**src/rtl/dspx_pkg.sv**
```systemverilog
`timescale 1ns/1ps
package dspx_pkg;
   localparam int OPW = 5;

   localparam logic [OPW-1:0] OPC_ADD   = 5'h01;
   localparam logic [OPW-1:0] OPC_ACC   = 5'h02;
   localparam logic [OPW-1:0] OPC_MAC   = 5'h03;
   localparam logic [OPW-1:0] OPC_PAIR  = 5'h04;
   localparam logic [OPW-1:0] OPC_DLOAD = 5'h1E;
   localparam logic [OPW-1:0] OPC_ULOAD = 5'h1F;

   // one-hot decoded control, produced a cycle ahead of the operands
   typedef struct packed {
      logic add;
      logic acc;
      logic mac;
      logic pair;
      logic dload;
      logic uload;
   } dspx_dec_t;

   function automatic dspx_dec_t dspx_decode_op(input logic [OPW-1:0] op);
      dspx_dec_t d;
      d       = '0;
      d.add   = (op == OPC_ADD);
      d.acc   = (op == OPC_ACC);
      d.mac   = (op == OPC_MAC);
      d.pair  = (op == OPC_PAIR);
      d.dload = (op == OPC_DLOAD);
      d.uload = (op == OPC_ULOAD);
      return d;
   endfunction
endpackage

```
**src/rtl/dspx_decode.sv**
```systemverilog
`timescale 1ns/1ps
module dspx_decode
   import dspx_pkg::*;
#(
   parameter int INS_W     = 8,
   parameter int EXT_INDEX = 5
) (
   input  logic             clk,
   input  logic             rst_n,
   input  logic             hold,
   input  logic [INS_W-1:0] ins_code,
   input  logic             ins_valid,
   output dspx_dec_t        dec_q
);
   localparam int SEL_W = INS_W - OPW;

   logic      sel_hit;
   dspx_dec_t dec_d;

   assign sel_hit = ins_valid && (ins_code[INS_W-1:OPW] == SEL_W'(EXT_INDEX));
   assign dec_d   = sel_hit ? dspx_decode_op(ins_code[OPW-1:0]) : '0;

   always_ff @(posedge clk) begin
      if (!rst_n)     dec_q <= '0;
      else if (!hold) dec_q <= dec_d;
   end
endmodule

```
**src/rtl/dspx_opnd.sv**
```systemverilog
`timescale 1ns/1ps
module dspx_opnd
   import dspx_pkg::*;
#(
   parameter int M_W = 16,
   parameter int A_W = 40,
   parameter int B_W = 41,
   parameter int S_W = 4
) (
   input  logic           clk,
   input  logic           rst_n,
   input  logic           hold,
   input  logic           cancel,
   input  dspx_dec_t      dec_in,
   input  logic [M_W-1:0] mem_b,
   input  logic [M_W-1:0] mem_c,
   input  logic [M_W-1:0] mem_d,
   input  logic [A_W-1:0] acc_a,
   input  logic [B_W-1:0] acc_b,
   input  logic [S_W-1:0] status,
   output dspx_dec_t      dec_q,
   output logic [M_W-1:0] mem_b_q,
   output logic [M_W-1:0] mem_c_q,
   output logic [M_W-1:0] mem_d_q,
   output logic [A_W-1:0] acc_a_q,
   output logic [B_W-1:0] acc_b_q,
   output logic [S_W-1:0] status_q
);
   always_ff @(posedge clk) begin
      if (!rst_n) begin
         dec_q    <= '0;
         mem_b_q  <= '0;
         mem_c_q  <= '0;
         mem_d_q  <= '0;
         acc_a_q  <= '0;
         acc_b_q  <= '0;
         status_q <= '0;
      end else if (!hold) begin
         dec_q    <= cancel ? '0 : dec_in;
         mem_b_q  <= mem_b;
         mem_c_q  <= mem_c;
         mem_d_q  <= mem_d;
         acc_a_q  <= acc_a;
         acc_b_q  <= acc_b;
         status_q <= status;
      end
   end
endmodule

```
**src/rtl/dspx_regfile.sv**
```systemverilog
`timescale 1ns/1ps
module dspx_regfile #(
   parameter int DEPTH = 8,
   parameter int W     = 40
) (
   input  logic                     clk,
   input  logic                     rst_n,
   input  logic                     we,
   input  logic [$clog2(DEPTH)-1:0] addr,
   input  logic [W-1:0]             wdata,
   output logic [W-1:0]             rdata
);
   localparam int IW = $clog2(DEPTH);

   logic [W-1:0] rows [DEPTH];

   for (genvar g = 0; g < DEPTH; g++) begin : g_ent
      logic [W-1:0] q;
      always_ff @(posedge clk) begin
         if (!rst_n)                          q <= '0;
         else if (we && (addr == IW'(g)))     q <= wdata;
      end
      assign rows[g] = q;
   end

   assign rdata = rows[addr];
endmodule

```
**src/rtl/dspx_exec.sv**
```systemverilog
`timescale 1ns/1ps
module dspx_exec
   import dspx_pkg::*;
#(
   parameter int       M_W      = 16,
   parameter int       A_W      = 40,
   parameter int       B_W      = 41,
   parameter int       S_W      = 4,
   parameter int       DEPTH    = 8,
   parameter int       SAT_W    = 32,
   parameter bit       HAS_SAT  = 1'b1,
   parameter bit [7:0] EXT_TYPE = 8'h3C
) (
   input  logic                     clk,
   input  logic                     rst_n,
   input  logic                     hold,
   input  dspx_dec_t                dec,
   input  logic [M_W-1:0]           mem_b,
   input  logic [M_W-1:0]           mem_c,
   input  logic [M_W-1:0]           mem_d,
   input  logic [A_W-1:0]           acc_a,
   input  logic [B_W-1:0]           acc_b,
   input  logic [S_W-1:0]           status,
   input  logic [A_W-1:0]           rf_rdata,
   output logic                     rf_we,
   output logic [$clog2(DEPTH)-1:0] rf_addr,
   output logic [A_W-1:0]           rf_wdata,
   output logic [A_W-1:0]           acc_a_out,
   output logic [B_W-1:0]           acc_b_out,
   output logic                     acc_a_we,
   output logic                     acc_b_we
);
   localparam int IW = $clog2(DEPTH);
   localparam int WW = A_W + 1;
   localparam int PW = 2 * M_W + 2;
   localparam logic signed [WW-1:0] SAT_HI = {{(WW-SAT_W+1){1'b0}}, {(SAT_W-1){1'b1}}};
   localparam logic signed [WW-1:0] SAT_LO = {{(WW-SAT_W+1){1'b1}}, {(SAT_W-1){1'b0}}};
   localparam logic [B_W-1:0] ID_WORD = {{(B_W-16){1'b0}}, EXT_TYPE, 8'(DEPTH)};

   // mode bit positions
   localparam int MB_SAT = 0;
   localparam int MB_UNS = 1;
   localparam int MB_FRESH = 2;
   localparam int MB_SUB = 3;

   logic                  idx_ok;
   logic signed [WW-1:0]  a_s, b_s, base_s, prod_s, first_s, second_s, sum;
   logic signed [M_W:0]   ext_b, ext_c;
   logic signed [PW-1:0]  prod;
   logic [A_W-1:0]        clipped;
   logic [B_W-1:0]        pair_sum;
   logic                  arith;

   assign idx_ok  = (mem_d[M_W-1:IW] == '0);
   assign rf_addr = mem_d[IW-1:0];
   assign arith   = dec.add | dec.acc | dec.mac;

   assign a_s    = {acc_a[A_W-1], acc_a};
   assign b_s    = {{(WW-M_W){mem_b[M_W-1]}}, mem_b};
   assign base_s = (status[MB_FRESH] || !idx_ok) ? '0 : {rf_rdata[A_W-1], rf_rdata};
   assign ext_b  = {(status[MB_UNS] ? 1'b0 : mem_b[M_W-1]), mem_b};
   assign ext_c  = {(status[MB_UNS] ? 1'b0 : mem_c[M_W-1]), mem_c};
   assign prod   = ext_b * ext_c;
   assign prod_s = {{(WW-PW){prod[PW-1]}}, prod};

   always_comb begin
      if (dec.add) begin
         first_s  = a_s;
         second_s = b_s;
      end else if (dec.acc) begin
         first_s  = base_s;
         second_s = a_s;
      end else begin
         first_s  = base_s;
         second_s = prod_s;
      end
      sum = status[MB_SUB] ? (first_s - second_s) : (first_s + second_s);
   end

   if (HAS_SAT) begin : g_sat
      always_comb begin
         if (status[MB_SAT] && (sum > SAT_HI))      clipped = SAT_HI[A_W-1:0];
         else if (status[MB_SAT] && (sum < SAT_LO)) clipped = SAT_LO[A_W-1:0];
         else                                       clipped = sum[A_W-1:0];
      end
   end else begin : g_wrap
      assign clipped = sum[A_W-1:0];
   end

   assign pair_sum = acc_b + {{(B_W-A_W){acc_a[A_W-1]}}, acc_a};

   assign rf_we    = !hold && idx_ok && (arith | dec.dload);
   assign rf_wdata = dec.dload ? acc_a : clipped;

   always_ff @(posedge clk) begin
      if (!rst_n) begin
         acc_a_out <= '0;
         acc_b_out <= '0;
         acc_a_we  <= 1'b0;
         acc_b_we  <= 1'b0;
      end else if (hold) begin
         acc_a_we  <= 1'b0;
         acc_b_we  <= 1'b0;
      end else begin
         acc_a_we  <= arith | dec.pair | dec.uload;
         acc_b_we  <= dec.pair | dec.uload;
         if (arith) acc_a_out <= clipped;
         if (dec.pair) begin
            acc_a_out <= acc_a;
            acc_b_out <= pair_sum;
         end
         if (dec.uload) begin
            acc_a_out <= idx_ok ? rf_rdata : '0;
            acc_b_out <= ID_WORD;
         end
      end
   end
endmodule

```
**src/rtl/dsp_ext_unit.sv**
```systemverilog
`timescale 1ns/1ps
module dsp_ext_unit
   import dspx_pkg::*;
#(
   parameter int       INS_W     = 8,
   parameter int       M_W       = 16,
   parameter int       A_W       = 40,
   parameter int       B_W       = 41,
   parameter int       S_W       = 4,
   parameter int       P_W       = 4,
   parameter int       RF_DEPTH  = 8,
   parameter int       EXT_INDEX = 5,
   parameter bit [7:0] EXT_TYPE  = 8'h3C,
   parameter int       SAT_W     = 32,
   parameter bit       HAS_SAT   = 1'b1
) (
   input  logic             clk,
   input  logic             rst_n,
   input  logic [INS_W-1:0] ins_code,
   input  logic             ins_valid,
   input  logic [M_W-1:0]   mem_b,
   input  logic [M_W-1:0]   mem_c,
   input  logic [M_W-1:0]   mem_d,
   input  logic [A_W-1:0]   acc_a_in,
   input  logic [B_W-1:0]   acc_b_in,
   input  logic [S_W-1:0]   status_in,
   input  logic [P_W-1:0]   pipe_in,
   output logic [A_W-1:0]   acc_a_out,
   output logic [B_W-1:0]   acc_b_out,
   output logic             acc_a_we,
   output logic             acc_b_we
);
   localparam int IW = $clog2(RF_DEPTH);

   if (RF_DEPTH < 2 || RF_DEPTH > 32 || (1 << IW) != RF_DEPTH) begin : g_bad_depth
      $error("RF_DEPTH must be a power of two from 2 to 32");
   end
   if (INS_W != OPW + 3) begin : g_bad_ins
      $error("INS_W must leave three select bits above the opcode");
   end
   if (EXT_INDEX < 0 || EXT_INDEX > 7) begin : g_bad_index
      $error("EXT_INDEX must fit the three select bits");
   end
   if (B_W <= A_W || B_W < 16) begin : g_bad_bw
      $error("second accumulator must be wider than the first and at least 16 bits");
   end
   if (SAT_W >= A_W || 2 * M_W + 2 > A_W + 1) begin : g_bad_aw
      $error("first accumulator too narrow for product or saturation width");
   end
   if (S_W != 4 || P_W < 2 || M_W <= IW) begin : g_bad_misc
      $error("mode word must be 4 bits, pipeline word at least 2, memory word wider than index");
   end

   logic                 hold, cancel;
   dspx_dec_t            dec_s1, dec_s2;
   logic [M_W-1:0]       b_q, c_q, d_q;
   logic [A_W-1:0]       a_q;
   logic [B_W-1:0]       bb_q;
   logic [S_W-1:0]       st_q;
   logic                 rf_we;
   logic [IW-1:0]        rf_addr;
   logic [A_W-1:0]       rf_wdata, rf_rdata;

   assign hold   = pipe_in[0];
   assign cancel = |pipe_in[P_W-1:1];

   dspx_decode #(.INS_W(INS_W), .EXT_INDEX(EXT_INDEX)) u_dec (
      .clk(clk), .rst_n(rst_n), .hold(hold),
      .ins_code(ins_code), .ins_valid(ins_valid), .dec_q(dec_s1)
   );

   dspx_opnd #(.M_W(M_W), .A_W(A_W), .B_W(B_W), .S_W(S_W)) u_opnd (
      .clk(clk), .rst_n(rst_n), .hold(hold), .cancel(cancel), .dec_in(dec_s1),
      .mem_b(mem_b), .mem_c(mem_c), .mem_d(mem_d), .acc_a(acc_a_in), .acc_b(acc_b_in),
      .status(status_in), .dec_q(dec_s2), .mem_b_q(b_q), .mem_c_q(c_q), .mem_d_q(d_q),
      .acc_a_q(a_q), .acc_b_q(bb_q), .status_q(st_q)
   );

   dspx_regfile #(.DEPTH(RF_DEPTH), .W(A_W)) u_rf (
      .clk(clk), .rst_n(rst_n), .we(rf_we), .addr(rf_addr),
      .wdata(rf_wdata), .rdata(rf_rdata)
   );

   dspx_exec #(
      .M_W(M_W), .A_W(A_W), .B_W(B_W), .S_W(S_W), .DEPTH(RF_DEPTH),
      .SAT_W(SAT_W), .HAS_SAT(HAS_SAT), .EXT_TYPE(EXT_TYPE)
   ) u_exec (
      .clk(clk), .rst_n(rst_n), .hold(hold), .dec(dec_s2),
      .mem_b(b_q), .mem_c(c_q), .mem_d(d_q), .acc_a(a_q), .acc_b(bb_q), .status(st_q),
      .rf_rdata(rf_rdata), .rf_we(rf_we), .rf_addr(rf_addr), .rf_wdata(rf_wdata),
      .acc_a_out(acc_a_out), .acc_b_out(acc_b_out), .acc_a_we(acc_a_we), .acc_b_we(acc_b_we)
   );
endmodule

```
**config.mk**
```make
export PLATFORM = sky130hd
export DESIGN_NAME = dsp_ext_unit
export DESIGN_NICKNAME = d
export VERILOG_FILES = /design/src/rtl/dspx_pkg.sv /design/src/rtl/dspx_decode.sv /design/src/rtl/dspx_opnd.sv /design/src/rtl/dspx_regfile.sv /design/src/rtl/dspx_exec.sv /design/src/rtl/dsp_ext_unit.sv
export SDC_FILE = /design/constraint.sdc
export NUM_CORES = 2
export LEC_CHECK = 0
export ABC_AREA = 1
export CORE_MARGIN = 3
export CORE_UTILIZATION = 55
export DETAILED_ROUTE_END_ITERATION = 8
export DONT_BUFFER_PORTS = 1
export MAX_ROUTING_LAYER = met4
export PLACE_DENSITY = 0.71
export SYNTH_ARGS = -nofsm -noshare
export SYNTH_HDL_FRONTEND = slang
export SYNTH_SLANG_ARGS = --single-unit
```
**constraint.sdc**
```tcl
create_clock -name clk -period 25.2 [get_ports clk]
set_input_delay 0 -clock clk [delete_from_list [all_inputs] [get_ports clk]]
set_output_delay 0 -clock clk [all_outputs]
set_load 0.05 [all_outputs]
```
# [After elaboration in Yosys (flattened, before gate mapping)]
# Index checks and enable logic that the tools add are counted.
[totals] register_bits=548 in_bits=148 out_inout_bits=83 elab_cells=105
[op_classes] addsub=3 mul=1 magnitude_cmp=3 n_eq_ne=14 muxes=21 bitwise=9 reduce_logical=24
[op_table] operator="two-way mux 40 bit" n=9
[op_table] operator="two-way mux 41 bit" n=7
[op_table] operator="binary-select mux 40 bit (select 3 bit)" n=1
[op_table] operator="adder 41 bit" n=2
[op_table] operator="greater-than comparator 41 x 32 -> 1 bit (second input constant)" n=1
[op_table] operator="less-than comparator 41 x 32 -> 1 bit (second input constant)" n=1
[op_table] operator="subtractor 41 bit" n=1
[op_table] operator="multiplier 17 x 17 -> 34 bit" n=1
[op_table] operator="equality test 3 bit (second input constant)" n=5
[op_table] operator="logical AND 1 bit" n=13
[op_table] operator="logical NOT 13 bit" n=1
[op_table] operator="two-way mux 6 bit" n=2
[op_table] operator="equality test 5 x 2 -> 1 bit (second input constant)" n=2
[op_table] operator="equality test 5 bit (second input constant)" n=2
[op_table] operator="equality test 3 x 2 -> 1 bit (second input constant)" n=2
[op_table] operator="bitwise OR 1 bit" n=6
[op_table] operator="equality test 5 x 1 -> 1 bit (second input constant)" n=1
[op_table] operator="equality test 5 x 3 -> 1 bit (second input constant)" n=1
[op_table] operator=">= comparator 4 bit (second input constant)" n=1
[op_table] operator="NOT 3 -> 4 bit" n=1
[op_table] operator="AND reduction 2 bit" n=2
[op_table] operator="equality test 3 x 1 -> 1 bit (second input constant)" n=1
[op_table] operator="logical NOT 3 bit" n=1
[op_table] operator="nonzero test 3 bit" n=1
[op_table] operator="other kinds (7)" n=10

# [Longest topological paths before layout]
[depth] ltp_word=15 ltp_mapped=57 depth_no_buf=54

# [Cells and area by module]
# A second synthesis with hierarchy kept.
[hier_totals] hier_cells=6522 hier_area_um2=42669.7
[modules_own_cells] module="dspx_exec" instances=1 cells_each=3555 area_per_inst_um2=23062.1 seq_area_each_um2=1661.6
[modules_own_cells] module="dspx_regfile" instances=1 cells_each=2308 area_per_inst_um2=14456.4 seq_area_each_um2=6406.1
[modules_own_cells] module="dspx_opnd" instances=1 cells_each=602 area_per_inst_um2=4785.8 seq_area_each_um2=2782.7
[modules_own_cells] module="dspx_decode" instances=1 cells_each=54 area_per_inst_um2=354.1 seq_area_each_um2=120.1
[modules_own_cells] module="dsp_ext_unit" instances=1 cells_each=3 area_per_inst_um2=11.3 seq_area_each_um2=0.0

# [Worst setup path before layout]
# No wires, ideal clock.
[synth_timing] kind="register to register" startpoint="register u_opnd.mem_b_q[10]" endpoint="register u_rf.g_ent[7].q[19]" setup_time_ns=0.069 arrival_ns=8.376 required_time_ns=25.131 setup_slack_ns=16.755 stages_incl_launch_ff=48 path_buffers=4 synth_period_minus_slack_ns=8.445 cell_sequence="dfxtp_1 -> clkbuf_1 -> clkbuf_1 -> nand2_1 -> fa_1 -> fa_1 -> fa_1 -> fa_1 -> inv_1 -> fa_1 -> inv_1 -> fa_1 -> inv_1 -> ha_1 -> nand2_1 -> nor2_1 -> nand2_1 -> nand3_1 -> [... 12 more ...] -> nand2_1 -> nor2_1 -> inv_1 -> nor2_1 -> and3_1 -> nand3_1 -> nand3_1 -> xor2_1 -> nand3_1 -> nor2_1 -> nand4_1 -> nand4_2 -> buf_6 -> buf_12 -> nand2_4 -> nand3_2 -> nand2_4 -> a21oi_2"
[synth_between] elab_chain_cells=10 word_cells_on_any_way=13 cone_classes="add/sub: 2; mul: 1; order compare: 2; mux: 6; reduce/logical: 2"
[synth_rtl] element="start: declaration" line="dspx_opnd.sv:22" rtl="output logic [M_W-1:0] mem_b_q,"
[synth_rtl] element="start signal: assignment" line="dspx_opnd.sv:40" rtl="mem_b_q <= mem_b;"
[synth_rtl] element="multiplier 17 x 17 -> 34 bit" line="dspx_exec.sv:63" rtl="assign prod = ext_b * ext_c;"
[synth_rtl] element="two-way mux 41 bit" line="dspx_exec.sv:70" rtl="end else if (dec.acc) begin"
[synth_rtl] element="two-way mux 41 bit (*)" line="dspx_exec.sv:67" rtl="if (dec.add) begin"
[synth_rtl] element="adder 41 bit / subtractor 41 bit (equally long branches)" line="dspx_exec.sv:77" rtl="sum = status[MB_SUB] ? (first_s - second_s) : (first_s + second_s);"
[synth_rtl] element="two-way mux 41 bit (*)" line="dspx_exec.sv:77"
[synth_rtl] element="less-than comparator 41 x 32 -> 1 bit" line="dspx_exec.sv:83" rtl="else if (status[MB_SAT] && (sum < SAT_LO)) clipped = SAT_LO[A_W-1:0];"
[synth_rtl] element="logical AND 1 bit" line="dspx_exec.sv:83"
[synth_rtl] element="two-way mux 40 bit" line="dspx_exec.sv:83"
[synth_rtl] element="two-way mux 40 bit (*)" line="dspx_exec.sv:82" rtl="if (status[MB_SAT] && (sum > SAT_HI)) clipped = SAT_HI[A_W-1:0];"
[synth_rtl] element="two-way mux 40 bit (*)" line="dspx_exec.sv:93" rtl="assign rf_wdata = dec.dload ? acc_a : clipped;"
[synth_rtl] element="end signal: assignment" line="dspx_regfile.sv:21" rtl="else if (we && (addr == IW'(g))) q <= wdata;"
[synth_rtl] element="end: declaration" line="dspx_regfile.sv:18" rtl="logic [W-1:0] q;"
# Every way passes the cells marked *; elsewhere a longest branch is shown, timed or not.
# A chain may end at the register's enable or synchronous reset.

# [Worst setup path after layout]
[layout_timing] startpoint="register u_opnd.mem_b_q[15]" endpoint="register u_rf.g_ent[4].q[29]"
[layout_between] elab_chain_cells=11 word_cells_on_any_way=14 cone_classes="add/sub: 2; mul: 1; order compare: 2; mux: 7; reduce/logical: 2"
[layout_rtl] element="two-way mux 1 bit" line="dspx_exec.sv:61" rtl="assign ext_b = {(status[MB_UNS] ? 1'b0 : mem_b[M_W-1]), mem_b};"
[layout_rtl] element="multiplier 17 x 17 -> 34 bit" line="dspx_exec.sv:63"
[layout_rtl] element="two-way mux 41 bit" line="dspx_exec.sv:70"
[layout_rtl] element="two-way mux 41 bit (*)" line="dspx_exec.sv:67"
[layout_rtl] element="adder 41 bit / subtractor 41 bit (equally long branches)" line="dspx_exec.sv:77"
[layout_rtl] element="two-way mux 41 bit (*)" line="dspx_exec.sv:77"
[layout_rtl] element="less-than comparator 41 x 32 -> 1 bit" line="dspx_exec.sv:83"
[layout_rtl] element="logical AND 1 bit" line="dspx_exec.sv:83"
[layout_rtl] element="two-way mux 40 bit" line="dspx_exec.sv:83"
[layout_rtl] element="two-way mux 40 bit (*)" line="dspx_exec.sv:82"
[layout_rtl] element="two-way mux 40 bit (*)" line="dspx_exec.sv:93"
[layout_rtl] element="end signal: assignment" line="dspx_regfile.sv:21"
[layout_rtl] element="end: declaration" line="dspx_regfile.sv:18"
# Marks and branches as above.

==> results by group <==
Run status
  – Status: complete, no violations

CTS
  – Clock Path Buffers: 3
  – Clock Latency Late Sink: roughly 660 ps
  – Num Clock Sinks: 548
  – CTS tree: built
  – Hold buffer count at CTS: roughly 210
  – Num CTS Buffers: a little under 60
  – Clk slew on worst S/H paths: approximately 70 ps
  – H-tree depth: 2
  – PostCTS Resize Cnt: 0
  – Post CTS Setup Buffer Count: 0
  – CTS root buf: clkbuf_16

Routing
  – 1st-pass router iterations: 6
  – Vias per cell: about 5.9
  – Routed wire length: between 100000 and 150000 um
  – Via count: around 40000
  – 1st-iter DRT viols: 4285
  – DRT antenna net count: 0
  – Avg WL per Cell: ~21 um
  – DRC viols: 0

Floorplan
  – Initial core utilization: 0.5603
  – Die Ht: 280.0 um
  – Die width: 280.0 um
  – Core area: ~74000 um2
  – Die footprint: 78410 um2
  – Io pins: ~230
  – Rows: between 90 and 100

Timing
  – Measured slew at the worst slew-check pin: roughly 1200 ps
  – Setup Total Neg Slack: 0 ps
  – RSZ-0062 raised after global routing: no
  – Fin crit share: 0.4591
  – Final Critical Period: between 10000 and 15000 ps
  – Slew Limit Fails: 0
  – Final hold violations: 0
  – Final setup vio count: 0
  – Fin Clk Skew: 33.05 ps
  – Fmax: 86.43 MHz
  – Relative slew slack: 0.1730
  – Slack of the critical path: between 10000 and 15000 ps

Yosys
  – Syn nets: 6413
  – Leading area contributor after synthesis: dfxtp_1
  – Synth unique cells: 63
  – Synth area leaders: dfxtp_1, fa_1, nand2_1
  – EDFF count, synth: 0
  – Post-Syn Area: about 41000 um2
  – Async set-reset flop share out of synthesis: 0
  – Synthesis Warnings: 0
  – Top-area cell type share of the netlist area: 0.2657
  – Flops & latches, synth: roughly 550
  – Count leader, synth: nand2_1
  – Synthesized area per cell: 7.119 um2
  – Gate count of the mapped netlist: 5801
  – Synth top cells by count: nand2_1, inv_1, o21ai_0
  – Sequential element share of the synthesized area: 0.2657
  – Top FF cell, synth: dfxtp_1

Critical path
  – Critical Path AT: between 10000 and 15000 ps
  – Most used cell, CP: nand2_1
  – CP delay by family, top: simple AND/OR/NAND/NOR gates
  – Max incr delay on CP: between 800 and 900 ps
  – Slowest CP cell: dfxtp_1
  – CP endpoint kind: flop
  – Worst Path Required: roughly 26000 ps
  – Worst flop-to-flop path endpoint: u_rf.g_ent[4].q[29]$_SDFFE_PN0P_
  – Crit path launch type: flop
  – Critical path peak fanout: 41
  – Critical path type: flop to flop
  – Reg2Reg Setup Slack: 13630 ps
  – Buf+Inv Stages, Crit Path: 5
  – Reg2reg start: u_opnd.mem_b_q[15]$_SDFFE_PN0N_
  – R2r worst-path depth: 44

Placed design
  – PortBufs: 0
  – Placer Congestion: about 1.0
  – Placement Setup Slack: 13870 ps
  – DP HPWL: 97720 um

Layout
  – Final core occ: 0.6209
  – P&R area growth vs syn: 10.83%
  – Layout cells sized above 1: 0.06074
  – Final #Nets: between 6000 and 7000

GRT
  – Number of global-route vias before repair: 38450
  – Gr usage total: 0.3681
  – Initial antenna violation count: 6
  – Global-route wire length before repair: approximately 220000 um
  – Grt ovf: 0
  – Largest net degree at the start of global routing: approximately 460

Flow run
  – Max-cap viol count: 0

Min path
  – Hold Path Cell Cnt: 3
  – Hold EP: u_opnd.acc_b_q[40]$_SDFFE_PN0N_
  – Hold Path Origin: acc_b_in[40]
  – Hold Crit Class: input pin to flop

Pwr
  – VDD IR-drop max: between 0.06 and 0.07 mV
  – P_leak: ~22 nW
  – PD cells: 80.21 nW/um2
  – Overall Power: 0.003671 W
-- metal layers --
layer  vias to the layer above  wire length [um]  track usage
li1                      18730                 -            -
met1                     18880             57790       0.4729
met2                      1922             65070       0.5735
met3                       375             13590      0.06008
met4                         0              6992       0.1663
met5                         -                 0            -
-- power breakdown --
group	leakage [nW]	internal (W)	switching, W
Combinational	16.7	0.000550	0.00122
Clock	0.980	0.000519	0.000391
Sequential	4.46	0.000895	0.0000932
Total	22.1	0.00196	0.00171
-- cell usage in the layout (no fill, tap or decap), drive strengths merged, types with 5 or more instances in the layout --
master / netlist / final
nand4: 29 / 29
a31oi: 20 / 20
xor2: 52 / 52
a221oi: 11 / 11
fa: 298 / 298
buf: 40 / 48
o221ai: 6 / 6
nand2: 1082 / 1082
nor3: 22 / 22
diode: 0 / 9
o21a: 47 / 47
nor2: 556 / 556
a21boi: 6 / 6
o211ai: 8 / 8
a21o: 13 / 13
or2: 8 / 8
o21ai: 627 / 627
clkbuf: 298 / 80
xnor2: 30 / 30
a211oi: 6 / 6
ha: 166 / 166
dlygate4sd3: 0 / 212
bufinv: 0 / 5
nor4: 27 / 27
a21oi: 642 / 642
clkinv: 5 / 19
o21bai: 8 / 8
o22ai: 139 / 139
inv: 833 / 836
dfxtp: 548 / 548
nand3: 250 / 250
-- registers in the layout, summed over array words and instances, names as in the netlist --
| register | count |
|---|---|
| u_opnd.mem_d_q | 16 |
| u_opnd.acc_b_q | 41 |
| u_opnd.mem_b_q | 16 |
| u_dec.dec_q | 6 |
| u_exec.acc_b_we | 1 |
| u_exec.acc_a_out | 40 |
| u_rf.g_ent.q | 320 |
| u_exec.acc_b_out | 41 |
| u_opnd.dec_q | 6 |
| u_opnd.acc_a_q | 40 |
| u_opnd.mem_c_q | 16 |
| u_exec.acc_a_we | 1 |
| u_opnd.status_q | 4 |
-- how the worst max path moves through the flow --
| stage | start | endpoint | slack [ps] | cells after the start |
|---|---|---|---|---|
| 2_1_floorplan | u_opnd.mem_b_q[10]$_SDFFE_PN0N_ | u_rf.g_ent[7].q[19]$_SDFFE_PN0P_ | 16750 | 47 |
| 3_3_place_gp | u_opnd.mem_b_q[15]$_SDFFE_PN0N_ | u_rf.g_ent[5].q[29]$_SDFFE_PN0P_ | 13860 | 44 |
| 3_5_place_dp | u_opnd.mem_b_q[15]$_SDFFE_PN0N_ | u_rf.g_ent[4].q[30]$_SDFFE_PN0P_ | 13870 | 44 |
| 4_1_cts | u_opnd.mem_b_q[15]$_SDFFE_PN0N_ | u_rf.g_ent[4].q[29]$_SDFFE_PN0P_ | 13830 | 44 |
| 5_1_grt | u_opnd.mem_b_q[15]$_SDFFE_PN0N_ | u_rf.g_ent[2].q[32]$_SDFFE_PN0P_ | 13020 | 45 |
| 6_report | u_opnd.mem_b_q[15]$_SDFFE_PN0N_ | u_rf.g_ent[4].q[29]$_SDFFE_PN0P_ | 13630 | 44 |
-- final cells by class --
class,instances,area (um2)
fill,6747,27940
multi-input combinational,4077,25880
sequential,548,10970
inverter,838,3162
timing repair buffer,260,2542
clock buffer,80,1685
tap,959,1200
clock inverter,25,305.3
antenna,9,22.52
-- cell families (layout without fill, tap and decap cells) --
kind of cell             count (synthesis)  after routing  share of synthesized area
AND/OR/NAND/NOR                       1984           1984                     0.2038
multiplexers                             3              3                  0.0007272
adder cells (fa/ha/maj)                464            464                     0.1948
XOR/XNOR                                82             82                    0.01739
AO/OA/AOI/OAI                         1544           1544                     0.2082
other                                    0              9                          0
buffers and inverters                 1176           1203                     0.1095
flip-flops                             548            548                     0.2657
-- per-stage QoR --
step	instances	area (um2)	hold slack [ps]
4_1_cts	6785	45710	17.99
2_1_floorplan	5801	41290	151.6
5_1_grt	6796	45770	67.93
3_3_place_gp	6467	41550	103.8
3_5_place_dp	6467	41550	108.6
6_report	6796	45770	46.89
-- worst min-delay path: stages --
cell and delay [ps]:
dlygate4sd3_1 510, o21ai_0 70, nor2_1 70
Note: power is estimated with default switching activity, not from simulation.
